===== config.mk =====
export PLATFORM = sky130hd
export DESIGN_NAME = utopia_rx_cellport
export DESIGN_NICKNAME = d
export VERILOG_FILES = /design/src/rtl/utopia_rx_pkg.sv /design/src/rtl/utopia_rx_store.sv /design/src/rtl/utopia_rx_csr.sv /design/src/rtl/utopia_rx_reader.sv /design/src/rtl/utopia_rx_cellport.sv
export SDC_FILE = /design/constraint.sdc
export NUM_CORES = 2
export LEC_CHECK = 0
export CORE_UTILIZATION = 30
export DETAILED_ROUTE_END_ITERATION = 8
export DONT_BUFFER_PORTS = 1
export MAX_ROUTING_LAYER = met4
export SETUP_SLACK_MARGIN = 0.4
export SLEW_MARGIN = 20
export SYNTH_ARGS = -nofsm -noshare
export SYNTH_HDL_FRONTEND = slang
export SYNTH_SLANG_ARGS = --single-unit
export TNS_END_PERCENT = 1

===== constraint.sdc =====
create_clock -name clk_i -period 16.69 [get_ports clk_i]
set_input_delay 5.007 -clock clk_i [delete_from_list [all_inputs] [get_ports clk_i]]
set_output_delay 5.007 -clock clk_i [all_outputs]
set_load 0.02 [all_outputs]

===== src/rtl/utopia_rx_pkg.sv =====
package utopia_rx_pkg;

    typedef enum logic [1:0] {
        RD_IDLE  = 2'd0,
        RD_XFER  = 2'd1,
        RD_FLUSH = 2'd2
    } rd_state_e;

    localparam int unsigned CFG_EARLY_BIT  = 0;
    localparam int unsigned CFG_MULTI_BIT  = 1;
    localparam int unsigned CFG_FLUSH_BIT  = 2;
    localparam int unsigned CFG_NOCELL_BIT = 3;

endpackage


===== src/rtl/utopia_rx_store.sv =====
module utopia_rx_store #(
    parameter int unsigned NCELLS     = 4,
    parameter int unsigned CELL_BYTES = 53,
    parameter int unsigned DW         = 8,
    localparam int unsigned SLOT_W    = $clog2(NCELLS),
    localparam int unsigned IDX_W     = $clog2(CELL_BYTES),
    localparam int unsigned CNT_W     = $clog2(NCELLS + 1)
) (
    input  logic              clk_i,
    input  logic              rst_ni,
    input  logic              wr_valid_i,
    input  logic [DW-1:0]     wr_data_i,
    input  logic              clear_i,
    input  logic              release_i,
    input  logic [SLOT_W-1:0] rd_slot_i,
    input  logic [IDX_W-1:0]  rd_idx_i,
    output logic [DW-1:0]     rd_byte_o,
    output logic [CNT_W-1:0]  cnt_o,
    output logic              commit_o
);

    localparam int unsigned DEPTH  = NCELLS * CELL_BYTES;
    localparam int unsigned ADDR_W = $clog2(DEPTH);

    logic [DW-1:0]     mem [DEPTH];
    logic [IDX_W-1:0]  wr_idx_q;
    logic [SLOT_W-1:0] wr_slot_q;
    logic              keep_q;
    logic [CNT_W-1:0]  cnt_q;
    logic              wr_last;
    logic              keep_now;
    logic              wr_take;

    function automatic logic [ADDR_W-1:0] slot_addr(input logic [SLOT_W-1:0] s,
                                                    input logic [IDX_W-1:0]  i);
        return ADDR_W'(s) * ADDR_W'(CELL_BYTES) + ADDR_W'(i);
    endfunction

    always_comb begin
        wr_last  = (wr_idx_q == IDX_W'(CELL_BYTES - 1));
        keep_now = (wr_idx_q == '0) ? (cnt_q < CNT_W'(NCELLS)) : keep_q;
        wr_take  = wr_valid_i && keep_now && !clear_i;
        commit_o = wr_take && wr_last;
    end

    always_ff @(posedge clk_i or negedge rst_ni) begin
        if (!rst_ni) begin
            wr_idx_q  <= '0;
            wr_slot_q <= '0;
            keep_q    <= 1'b0;
            cnt_q     <= '0;
        end else if (clear_i) begin
            wr_idx_q  <= '0;
            wr_slot_q <= '0;
            keep_q    <= 1'b0;
            cnt_q     <= '0;
        end else begin
            if (wr_valid_i) begin
                keep_q   <= keep_now;
                wr_idx_q <= wr_last ? '0 : wr_idx_q + 1'b1;
                if (wr_last && keep_now) begin
                    wr_slot_q <= wr_slot_q + 1'b1;
                end
            end
            cnt_q <= cnt_q + CNT_W'(commit_o) - CNT_W'(release_i);
        end
    end

    always_ff @(posedge clk_i) begin
        if (wr_take) begin
            mem[slot_addr(wr_slot_q, wr_idx_q)] <= wr_data_i;
        end
    end

    assign rd_byte_o = mem[slot_addr(rd_slot_i, rd_idx_i)];
    assign cnt_o     = cnt_q;

    p_cnt_bound_r9: assert property (@(posedge clk_i) disable iff (!rst_ni)
        cnt_q <= CNT_W'(NCELLS))
        else $error("R9: cell count above capacity");

    p_commit_step_r2: assert property (@(posedge clk_i) disable iff (!rst_ni)
        (commit_o && !release_i) |=> (cnt_q == $past(cnt_q) + 1'b1))
        else $error("R2: commit did not add one cell");

endmodule


===== src/rtl/utopia_rx_csr.sv =====
module utopia_rx_csr
    import utopia_rx_pkg::*;
(
    input  logic       clk_i,
    input  logic       rst_ni,
    input  logic       wr_i,
    input  logic       rd_i,
    input  logic [7:0] wdata_i,
    input  logic       commit_i,
    input  logic       flush_done_i,
    output logic       early_o,
    output logic       multi_o,
    output logic       flush_o,
    output logic [7:0] rdata_o
);

    logic early_q;
    logic multi_q;
    logic flush_q;
    logic nocell_q;

    always_ff @(posedge clk_i or negedge rst_ni) begin
        if (!rst_ni) begin
            early_q  <= 1'b0;
            multi_q  <= 1'b0;
            flush_q  <= 1'b0;
            nocell_q <= 1'b1;
        end else begin
            if (wr_i) begin
                early_q <= wdata_i[CFG_EARLY_BIT];
                multi_q <= wdata_i[CFG_MULTI_BIT];
                if (wdata_i[CFG_FLUSH_BIT]) begin
                    flush_q <= 1'b1;
                end
            end
            if (flush_done_i) begin
                flush_q <= 1'b0;
            end
            if (commit_i) begin
                nocell_q <= 1'b0;
            end else if (rd_i) begin
                nocell_q <= 1'b1;
            end
        end
    end

    always_comb begin
        rdata_o                 = '0;
        rdata_o[CFG_EARLY_BIT]  = early_q;
        rdata_o[CFG_MULTI_BIT]  = multi_q;
        rdata_o[CFG_FLUSH_BIT]  = flush_q;
        rdata_o[CFG_NOCELL_BIT] = nocell_q;
    end

    assign early_o = early_q;
    assign multi_o = multi_q;
    assign flush_o = flush_q;

    p_flush_selfclear_r10: assert property (@(posedge clk_i) disable iff (!rst_ni)
        $rose(flush_q) |-> ##2 !flush_q)
        else $error("R10: flush bit did not clear itself");

    p_nocell_after_commit_r11: assert property (@(posedge clk_i) disable iff (!rst_ni)
        commit_i |=> !nocell_q)
        else $error("R11: status bit still shows no cell after commit");

endmodule


===== src/rtl/utopia_rx_reader.sv =====
module utopia_rx_reader
    import utopia_rx_pkg::*;
#(
    parameter int unsigned NCELLS        = 4,
    parameter int unsigned CELL_BYTES    = 53,
    parameter int unsigned HDR_BYTES     = 5,
    parameter int unsigned EARLY_PAYLOAD = 44,
    localparam int unsigned SLOT_W       = $clog2(NCELLS),
    localparam int unsigned IDX_W        = $clog2(CELL_BYTES),
    localparam int unsigned CNT_W        = $clog2(NCELLS + 1)
) (
    input  logic              clk_i,
    input  logic              rst_ni,
    input  logic              en_ni,
    input  logic [CNT_W-1:0]  cnt_i,
    input  logic              flush_req_i,
    input  logic              early_i,
    output logic [SLOT_W-1:0] slot_o,
    output logic [IDX_W-1:0]  idx_o,
    output logic              release_o,
    output logic              flush_done_o,
    output logic              avail_o,
    output logic              start_o
);

    localparam int unsigned EARLY_IDX = HDR_BYTES + EARLY_PAYLOAD - 1;

    rd_state_e         state_q, state_d;
    logic [IDX_W-1:0]  idx_q, idx_d;
    logic [SLOT_W-1:0] slot_q, slot_d;
    logic              take;
    logic              last;
    logic              have_cell;
    logic              past_mark;

    always_comb begin
        have_cell = (cnt_i != '0);
        take      = !en_ni && !flush_req_i &&
                    ((state_q == RD_IDLE && have_cell) || state_q == RD_XFER);
        last      = take && (idx_q == IDX_W'(CELL_BYTES - 1));
    end

    always_comb begin
        state_d = state_q;
        idx_d   = idx_q;
        slot_d  = slot_q;
        unique case (state_q)
            RD_IDLE: begin
                if (flush_req_i) begin
                    state_d = RD_FLUSH;
                end else if (take) begin
                    state_d = RD_XFER;
                    idx_d   = idx_q + 1'b1;
                end
            end
            RD_XFER: begin
                if (flush_req_i) begin
                    state_d = RD_FLUSH;
                end else if (last) begin
                    state_d = RD_IDLE;
                    idx_d   = '0;
                    slot_d  = slot_q + 1'b1;
                end else if (take) begin
                    idx_d = idx_q + 1'b1;
                end
            end
            RD_FLUSH: begin
                state_d = RD_IDLE;
                idx_d   = '0;
                slot_d  = '0;
            end
            default: begin
                state_d = RD_IDLE;
                idx_d   = '0;
                slot_d  = '0;
            end
        endcase
    end

    always_ff @(posedge clk_i or negedge rst_ni) begin
        if (!rst_ni) begin
            state_q <= RD_IDLE;
            idx_q   <= '0;
            slot_q  <= '0;
        end else begin
            state_q <= state_d;
            idx_q   <= idx_d;
            slot_q  <= slot_d;
        end
    end

    always_comb begin
        past_mark    = (state_q == RD_XFER) && (idx_q > IDX_W'(EARLY_IDX));
        release_o    = last;
        flush_done_o = (state_q == RD_FLUSH);
        start_o      = (state_q == RD_IDLE) && have_cell && !flush_req_i;
        slot_o       = slot_q;
        idx_o        = idx_q;
        if (flush_req_i || state_q == RD_FLUSH) begin
            avail_o = 1'b0;
        end else if (early_i) begin
            avail_o = (cnt_i > CNT_W'(1)) || (have_cell && !past_mark);
        end else begin
            avail_o = have_cell;
        end
    end

    p_hold_when_disabled_r5: assert property (@(posedge clk_i) disable iff (!rst_ni)
        (state_q == RD_XFER && en_ni && !flush_req_i) |=> (idx_q == $past(idx_q)))
        else $error("R5: byte position moved while enable was high");

    p_end_of_cell_r6: assert property (@(posedge clk_i) disable iff (!rst_ni)
        (state_q == RD_XFER && idx_q == IDX_W'(CELL_BYTES - 1) && !en_ni && !flush_req_i)
            |=> (state_q == RD_IDLE))
        else $error("R6: cell end did not return to idle");

    p_start_once_r3: assert property (@(posedge clk_i) disable iff (!rst_ni)
        (start_o && !en_ni) |=> !start_o)
        else $error("R3: start marker repeated after first byte");

    p_flush_one_cycle_r12: assert property (@(posedge clk_i) disable iff (!rst_ni)
        (state_q == RD_FLUSH) |=> (state_q == RD_IDLE && idx_q == '0))
        else $error("R12: flush state did not return to idle");

endmodule


===== src/rtl/utopia_rx_cellport.sv =====
module utopia_rx_cellport
    import utopia_rx_pkg::*;
#(
    parameter int unsigned NCELLS        = 4,
    parameter int unsigned CELL_BYTES    = 53,
    parameter int unsigned HDR_BYTES     = 5,
    parameter int unsigned EARLY_PAYLOAD = 44
) (
    input  logic       clk_i,
    input  logic       rst_ni,
    input  logic       cell_wr_valid_i,
    input  logic [7:0] cell_wr_data_i,
    input  logic       rd_en_ni,
    output logic [7:0] rd_data_o,
    output logic       rd_start_o,
    output logic       rd_par_o,
    output logic       rd_oe_o,
    output logic       cell_avail_o,
    input  logic       cfg_wr_i,
    input  logic       cfg_rd_i,
    input  logic [7:0] cfg_wdata_i,
    output logic [7:0] cfg_rdata_o
);

    localparam int unsigned SLOT_W = $clog2(NCELLS);
    localparam int unsigned IDX_W  = $clog2(CELL_BYTES);
    localparam int unsigned CNT_W  = $clog2(NCELLS + 1);

    logic              early;
    logic              multi;
    logic              flush_req;
    logic              flush_done;
    logic              commit;
    logic              release_cell;
    logic [CNT_W-1:0]  cnt;
    logic [SLOT_W-1:0] rd_slot;
    logic [IDX_W-1:0]  rd_idx;
    logic [7:0]        rd_byte;

    utopia_rx_csr u_csr (
        .clk_i        (clk_i),
        .rst_ni       (rst_ni),
        .wr_i         (cfg_wr_i),
        .rd_i         (cfg_rd_i),
        .wdata_i      (cfg_wdata_i),
        .commit_i     (commit),
        .flush_done_i (flush_done),
        .early_o      (early),
        .multi_o      (multi),
        .flush_o      (flush_req),
        .rdata_o      (cfg_rdata_o)
    );

    utopia_rx_store #(
        .NCELLS     (NCELLS),
        .CELL_BYTES (CELL_BYTES),
        .DW         (8)
    ) u_store (
        .clk_i      (clk_i),
        .rst_ni     (rst_ni),
        .wr_valid_i (cell_wr_valid_i),
        .wr_data_i  (cell_wr_data_i),
        .clear_i    (flush_done),
        .release_i  (release_cell),
        .rd_slot_i  (rd_slot),
        .rd_idx_i   (rd_idx),
        .rd_byte_o  (rd_byte),
        .cnt_o      (cnt),
        .commit_o   (commit)
    );

    utopia_rx_reader #(
        .NCELLS        (NCELLS),
        .CELL_BYTES    (CELL_BYTES),
        .HDR_BYTES     (HDR_BYTES),
        .EARLY_PAYLOAD (EARLY_PAYLOAD)
    ) u_reader (
        .clk_i        (clk_i),
        .rst_ni       (rst_ni),
        .en_ni        (rd_en_ni),
        .cnt_i        (cnt),
        .flush_req_i  (flush_req),
        .early_i      (early),
        .slot_o       (rd_slot),
        .idx_o        (rd_idx),
        .release_o    (release_cell),
        .flush_done_o (flush_done),
        .avail_o      (cell_avail_o),
        .start_o      (rd_start_o)
    );

    always_comb begin
        rd_data_o = rd_byte;
        rd_par_o  = ~(^rd_byte);
        rd_oe_o   = !(multi && rd_en_ni);
    end

    p_avail_after_commit_r2: assert property (@(posedge clk_i) disable iff (!rst_ni)
        (commit && !flush_req && !cfg_wr_i) |=> cell_avail_o)
        else $error("R2: committed cell not flagged as available");

    p_idle_during_flush_r10: assert property (@(posedge clk_i) disable iff (!rst_ni)
        flush_req |-> !cell_avail_o)
        else $error("R10: cell flagged during flush");

endmodule


== Word-level counts from Yosys, hierarchy flattened ==
Memory sizes are Yosys's and may differ from the RTL's.
Cells that the tools add are included.
Cells by class
  reductions and logical operators: 34
  eq/ne operators: 9
  muxes and demuxes: 32
  add/subtract/negate cells: 8
  $lt $le $gt $ge: 3
  bitwise operators: 2
  multipliers: 2
Operators by type and width (number)
  6-bit two-way mux: 7
  2-bit two-way mux: 9
  8-bit by 6-bit adder with 8-bit output: 2
  2-bit by 6-bit multiplier with 8-bit output (second input constant): 2
  6-bit by 1-bit adder with 6-bit output (second input constant): 2
  6-bit equality test (second input constant): 2
  1-bit logical AND: 12
  1-bit two-way mux: 12
  6-bit case mux with 2 select lines: 1
  2-bit nonzero test: 5
  2-bit case mux with 2 select lines: 2
  2-bit AND reduction: 4
  8-bit parity: 1
  6-bit greater-than comparator (second input constant): 1
  6-bit zero test: 1
  2-bit inequality test (second input constant): 3
  1-bit zero test: 5
  2-bit by 1-bit adder with 2-bit output (second input constant): 2
  3-bit by 1-bit adder with 3-bit output: 1
  3-bit by 1-bit greater-than comparator with 1-bit output (second input constant): 1
  1-bit logical OR: 3
  3-bit < comparator (second input constant): 1
  3-bit two-way mux: 1
  3-bit by 2-bit inequality test with 1-bit output (second input constant): 1
  other kinds (8): 9
Word-level totals
  logic and storage cells: 102
  register bits after elaboration: 26
  output and inout bits: 20
  memories: 1
  bits of input ports: 22
  memory bits (writable): 1696
Memories
  u_store.mem: depth 212, width 8, read ports 1, clocked after memory_dff 0, wr ports 1, RTL line utopia_rx_store.sv:25  | logic [DW-1:0] mem [DEPTH];

== Depth between registers and ports, before layout ==
  depth after elaboration: 8
  gate-level depth with buffers: 18
  mapped depth without buffers: 15

== By module ==
Synthesis repeated with hierarchy kept, for this count alone.
Unflattened totals
  cell total of the unflattened synthesis: 3143
  area total of the unflattened synthesis: 68110.3 um^2
By module, submodules not included
  utopia_rx_store: cells an instance 3057, area each 67213.2 um^2, seq. area each 51229.1 um^2, instances 1
  utopia_rx_reader: cells an instance 59, area each 628.1 um^2, seq. area each 250.2 um^2, instances 1
  utopia_rx_csr: cells an instance 19, area each 203.9 um^2, seq. area each 101.3 um^2, instances 1
  utopia_rx_cellport: cells an instance 8, area each 65.1 um^2, seq. area each 0.0 um^2, instances 1

== Least setup slack after synthesis ==
OpenSTA, ideal clock, no wires.
  kind: input to output
  start point: input port rd_en_ni
  end point: output port rd_oe_o
  slack: 6534 ps
  data required time: 11683 ps
  arrival time: 5149 ps
  path buffers: 0
  cell stages on the path: 1
  cell sequence: nand2_1
On the way
  word-level cells in the longest chain between the ends: 2
Ends and longest elaborated chain
  from (decl): RTL line utopia_rx_cellport.sv:13  | input logic rd_en_ni,
  1-bit logical AND: RTL line utopia_rx_cellport.sv:95  | rd_oe_o = !(multi && rd_en_ni);
  1-bit zero test: RTL line utopia_rx_cellport.sv:95
  to (decl): RTL line utopia_rx_cellport.sv:17  | output logic rd_oe_o,
Every way passes these cells.

== Worst setup path after layout ==
  start point: register u_reader.slot_q[1] (netlist: u_reader.slot_o[1])
  end point: output port rd_par_o
On the way
  word-level cells in the longest chain between the ends: 5
Ends and longest elaborated chain
  from (decl): RTL line utopia_rx_reader.sv:30  | logic [SLOT_W-1:0] slot_q, slot_d;
  from (signal assigned): RTL line utopia_rx_reader.sv:88  | slot_q <= slot_d;
  2-bit by 6-bit multiplier with 8-bit output: RTL line utopia_rx_store.sv:36  | return ADDR_W'(s) * ADDR_W'(CELL_BYTES) + ADDR_W'(i);
  8-bit by 6-bit adder with 8-bit output: RTL line utopia_rx_store.sv:36
  memory 212 x 8 bit
  named net rd_data_o[5]: RTL line utopia_rx_cellport.sv:14  | output logic [7:0] rd_data_o,
  8-bit parity: RTL line utopia_rx_cellport.sv:94  | rd_par_o = ~(^rd_byte);
  1-bit inverter: RTL line utopia_rx_cellport.sv:94
  to (decl): RTL line utopia_rx_cellport.sv:16  | output logic rd_par_o,
The timed path passes the listed nets, and every way through them passes these cells.

==> results.md <==
* Vias per cell at roughly 5.1
* Startpoint Class: register
* Leading cell types by count after synthesis: edfxtp_1, mux4_2, nor2_1
* Resize count post-CTS at 0
* Worst Setup SP: u_reader.slot_o[1]
* Largest cells by area after synthesis: edfxtp_1, mux4_2, mux4_1, nor2_1, dfrtp_1
* Antenna-violating nets left at 0
* Postcts setup bufs at 0
* R2R depth at 10
* Most used routing layer: met2
* Die ar. at between 200,000 and 250,000 µm²
* Io pins at 42
* Core box area at ~230,000 µm²
* Synth cell types at 70
* Remaining Overflow, GRT at 0
* Chip height at between 400 and 500 µm
* Met3 Usage GRT at 3.21%
* Cell Area, Synth at 68,600 µm²
* Initial core utilization at between 30 and 40%
* CP Max Fanout at 36
* CTS tree: yes
* FILL cells at 21,185
* Area leader, netlist: edfxtp_1
* Prevailing post-synth register cell: edfxtp_1
* Post-Synthesis Cells at about 3,200
* Worst vdd ir at 0.111 mV
* Critical path class: reg -> out
* Hold-fix buffers, CTS at 0
* Largest net degree at the start of global routing at roughly 210
* Worst hold start: u_csr.nocell_q
* DP Cell Count at 6,066
* Synth warnings at 0
* Die width at between 400 and 500 µm
* Max Fclk at between 80 and 90 MHz
* Final Max Tran Viols at 0
* Antenna violations before repair at 2
* Static Leak at between 20 and 25 nW
* Area occupied by multi-input gates at around 16,000 µm²
* Pwr per Cell Area at 113 nW/µm²
* Final min period at roughly 12 ns
* Routed wire length at between 150,000 and 200,000 µm
* GR Util met2 at 22.8%
* Max cap viols at 0
* Final core occ at ~34%
* Synth async-reset ratio at 1.51%
* DRT Pass-1 Iters at 7
* Crit path largest cell delay at approximately 0.74 ns
* Crit path top cell by count: buf_4
* RSZ-0062 raised after global routing: no
* WL/cell at between 20 and 30 µm
* Initial DRC count at 3,318
* FP Rows at 175
* Worst-Margin Slew at ~1.1 ns
* Inserted Clock Buffers at 174
* Layout Nets at ~3,300
* R2r startpoint: u_store.wr_slot_q[1]
* Final period util at 73.0%
* Mapped Avg Cell Area at approximately 21 µm²
* First-pass GRT wire length at 240,000 µm
* Hold depth at 2
* Fin cells at about 6,400
* Most common cell in the netlist: edfxtp_1
* Met1 global-route usage at between 10% and 20%
* Critical Path, Cell by Cell: ha_1, ha_4, inv_1, fa_4, xor2_4, buf_4, buf_4, buf_4, and2_1, a211oi_1, a311oi_1, o21ai_0, o21ai_0, o211ai_1, a21oi_1, xor2_1, xnor2_1, xnor3_1
* DP HPWL at 91,700 µm
* Hold Crit Class: reg -> reg
* GPL Wtd Cong at roughly 0.78
* Slowest cell on the critical path: buf_4
* Clock root buffer: clkbuf_16
* Buffers on Ports at 0
* Setup violations, final at 0
* CP endpoint kind: output port
* TNS Setup at 0 ns
* Arr. time, crit path at 7.17 ns
* Maximum buffer depth of the clock tree at 3
* Clk pin slew, worst setup/hold paths at 0.06 ns
* Synthesized flop and latch total at between 1,500 and 2,000
* Vias in the first global route at ~33,000
* Worst clock skew at about 0.03 ns
* Area growth syn-to-layout at 12.2%
* Reg area at between 50,000 and 60,000 µm²
* Fin area at just under 80,000 µm²
* Total GRT Usage at between 10% and 20%
* Yosys top cell area share at 74.2%
* Clock sinks at ~1,700
* Final hold vios at 0
* Cell Area, Placed at 71,500 µm²
* Worst skew pair latency at around 0.80 ns
* DR DRC count at 0
* Sequential area share after synthesis at 75.2%
* Slew HR at 26.0%
* Share of layout cells above drive strength 1 at between 20% and 30%
* Status: complete, no violations
* CTS H-Tree Depth at 4
* Post-synth EDFFs at approximately 1,700
* CP required at 11.68 ns
* Vias at around 33,000
## metrics by stage
stage	power, mW	hold WS [ns]	setup WS (ns)
after floorplan	4.96	0.465	6.53
after global placement	5.01	0.526	5.31
after detailed placement	5.01	0.527	5.27
after CTS	8.76	0.536	4.41
after global routing	8.93	0.552	4.17
final	8.71	0.531	4.51
## path summary, 6_finish.rpt
path                                 endpoint  slack [ns]
max                                  rd_par_o        4.51
min                            u_csr.nocell_q        0.53
max reg2reg                u_store.mem[56][3]       11.87
min reg2reg                    u_csr.nocell_q        0.53
max in group asynchronous      u_csr.nocell_q       12.61
min in group asynchronous       u_csr.multi_o        3.92
## logic make-up after synthesis
family | synth area share [%]
AO/OA/AOI/OAI | 1.69
XOR/XNOR | 0.319
adder cells (fa/ha/maj) | 0.711
buffers and inverters | 2.11
flip-flops | 75.2
multiplexers | 16.8
other | 0.00546
AND/OR/NAND/NOR | 3.22
## layer usage
metal,share of wire (%),up-vias,routed length (µm)
met5,0,-,0
met4,2.5,0,4230
met3,7.6,262,12700
met2,48,1215,80200
met1,42,17613,70200
li1,-,13431,-
## worst max-delay path, delay by kind of cell, from the launching register on
family,cells,cell delay [ns]
adder cells (fa/ha/maj),3,1.05
AND/OR/NAND/NOR,1,0.26
buffers and inverters,4,1.86
XOR/XNOR,4,0.90
flip-flops,1,0.46
AO/OA/AOI/OAI,6,1.85
## cell type report
type | count | area share, %
clock buffer | 226 | 6.04
tap | 3009 | 4.89
multi-input combinational | 1273 | 20.4
antenna | 3 | 0.00975
inverter | 18 | 0.0877
clock inverter | 94 | 1.07
timing repair buffer | 44 | 0.526
sequential | 1722 | 67.0
## cell usage in the layout (no fill, tap or decap), types with 39 or more instances in the layout
| master | synthesis | final |
|---|---|---|
| edfxtp_1 | 1696 | 1696 |
| mux4_2 | 403 | 403 |
| nor2_1 | 260 | 257 |
| clkbuf_16 | 0 | 179 |
| nand2_1 | 145 | 136 |
| mux4_1 | 76 | 76 |
| clkbuf_1 | 42 | 47 |
| a21oi_1 | 43 | 43 |
| mux2i_1 | 39 | 39 |
## where the power goes
| group | total [mW] | internal [mW] | switching [mW] | leakage, nW |
|---|---|---|---|---|
| logic | 0.136 | 0.0354 | 0.101 | 4.92 |
| registers | 4.79 | 4.77 | 0.0210 | 15.6 |
| clock network | 3.78 | 2.14 | 1.64 | 2.67 |
## state kept, by name (all words and copies together) (netlist names)
name               cells
u_store.mem         1696
u_reader.idx_o         6
u_store.wr_idx_q       6
u_store.cnt_o          3
u_reader.slot_o        2
u_reader.state_q       2
u_store.wr_slot_q      2
u_csr.early_o          1
u_csr.flush_o          1
u_csr.multi_o          1
u_csr.nocell_q         1
u_store.keep_q         1
Power figures use the tool's default switching activity.
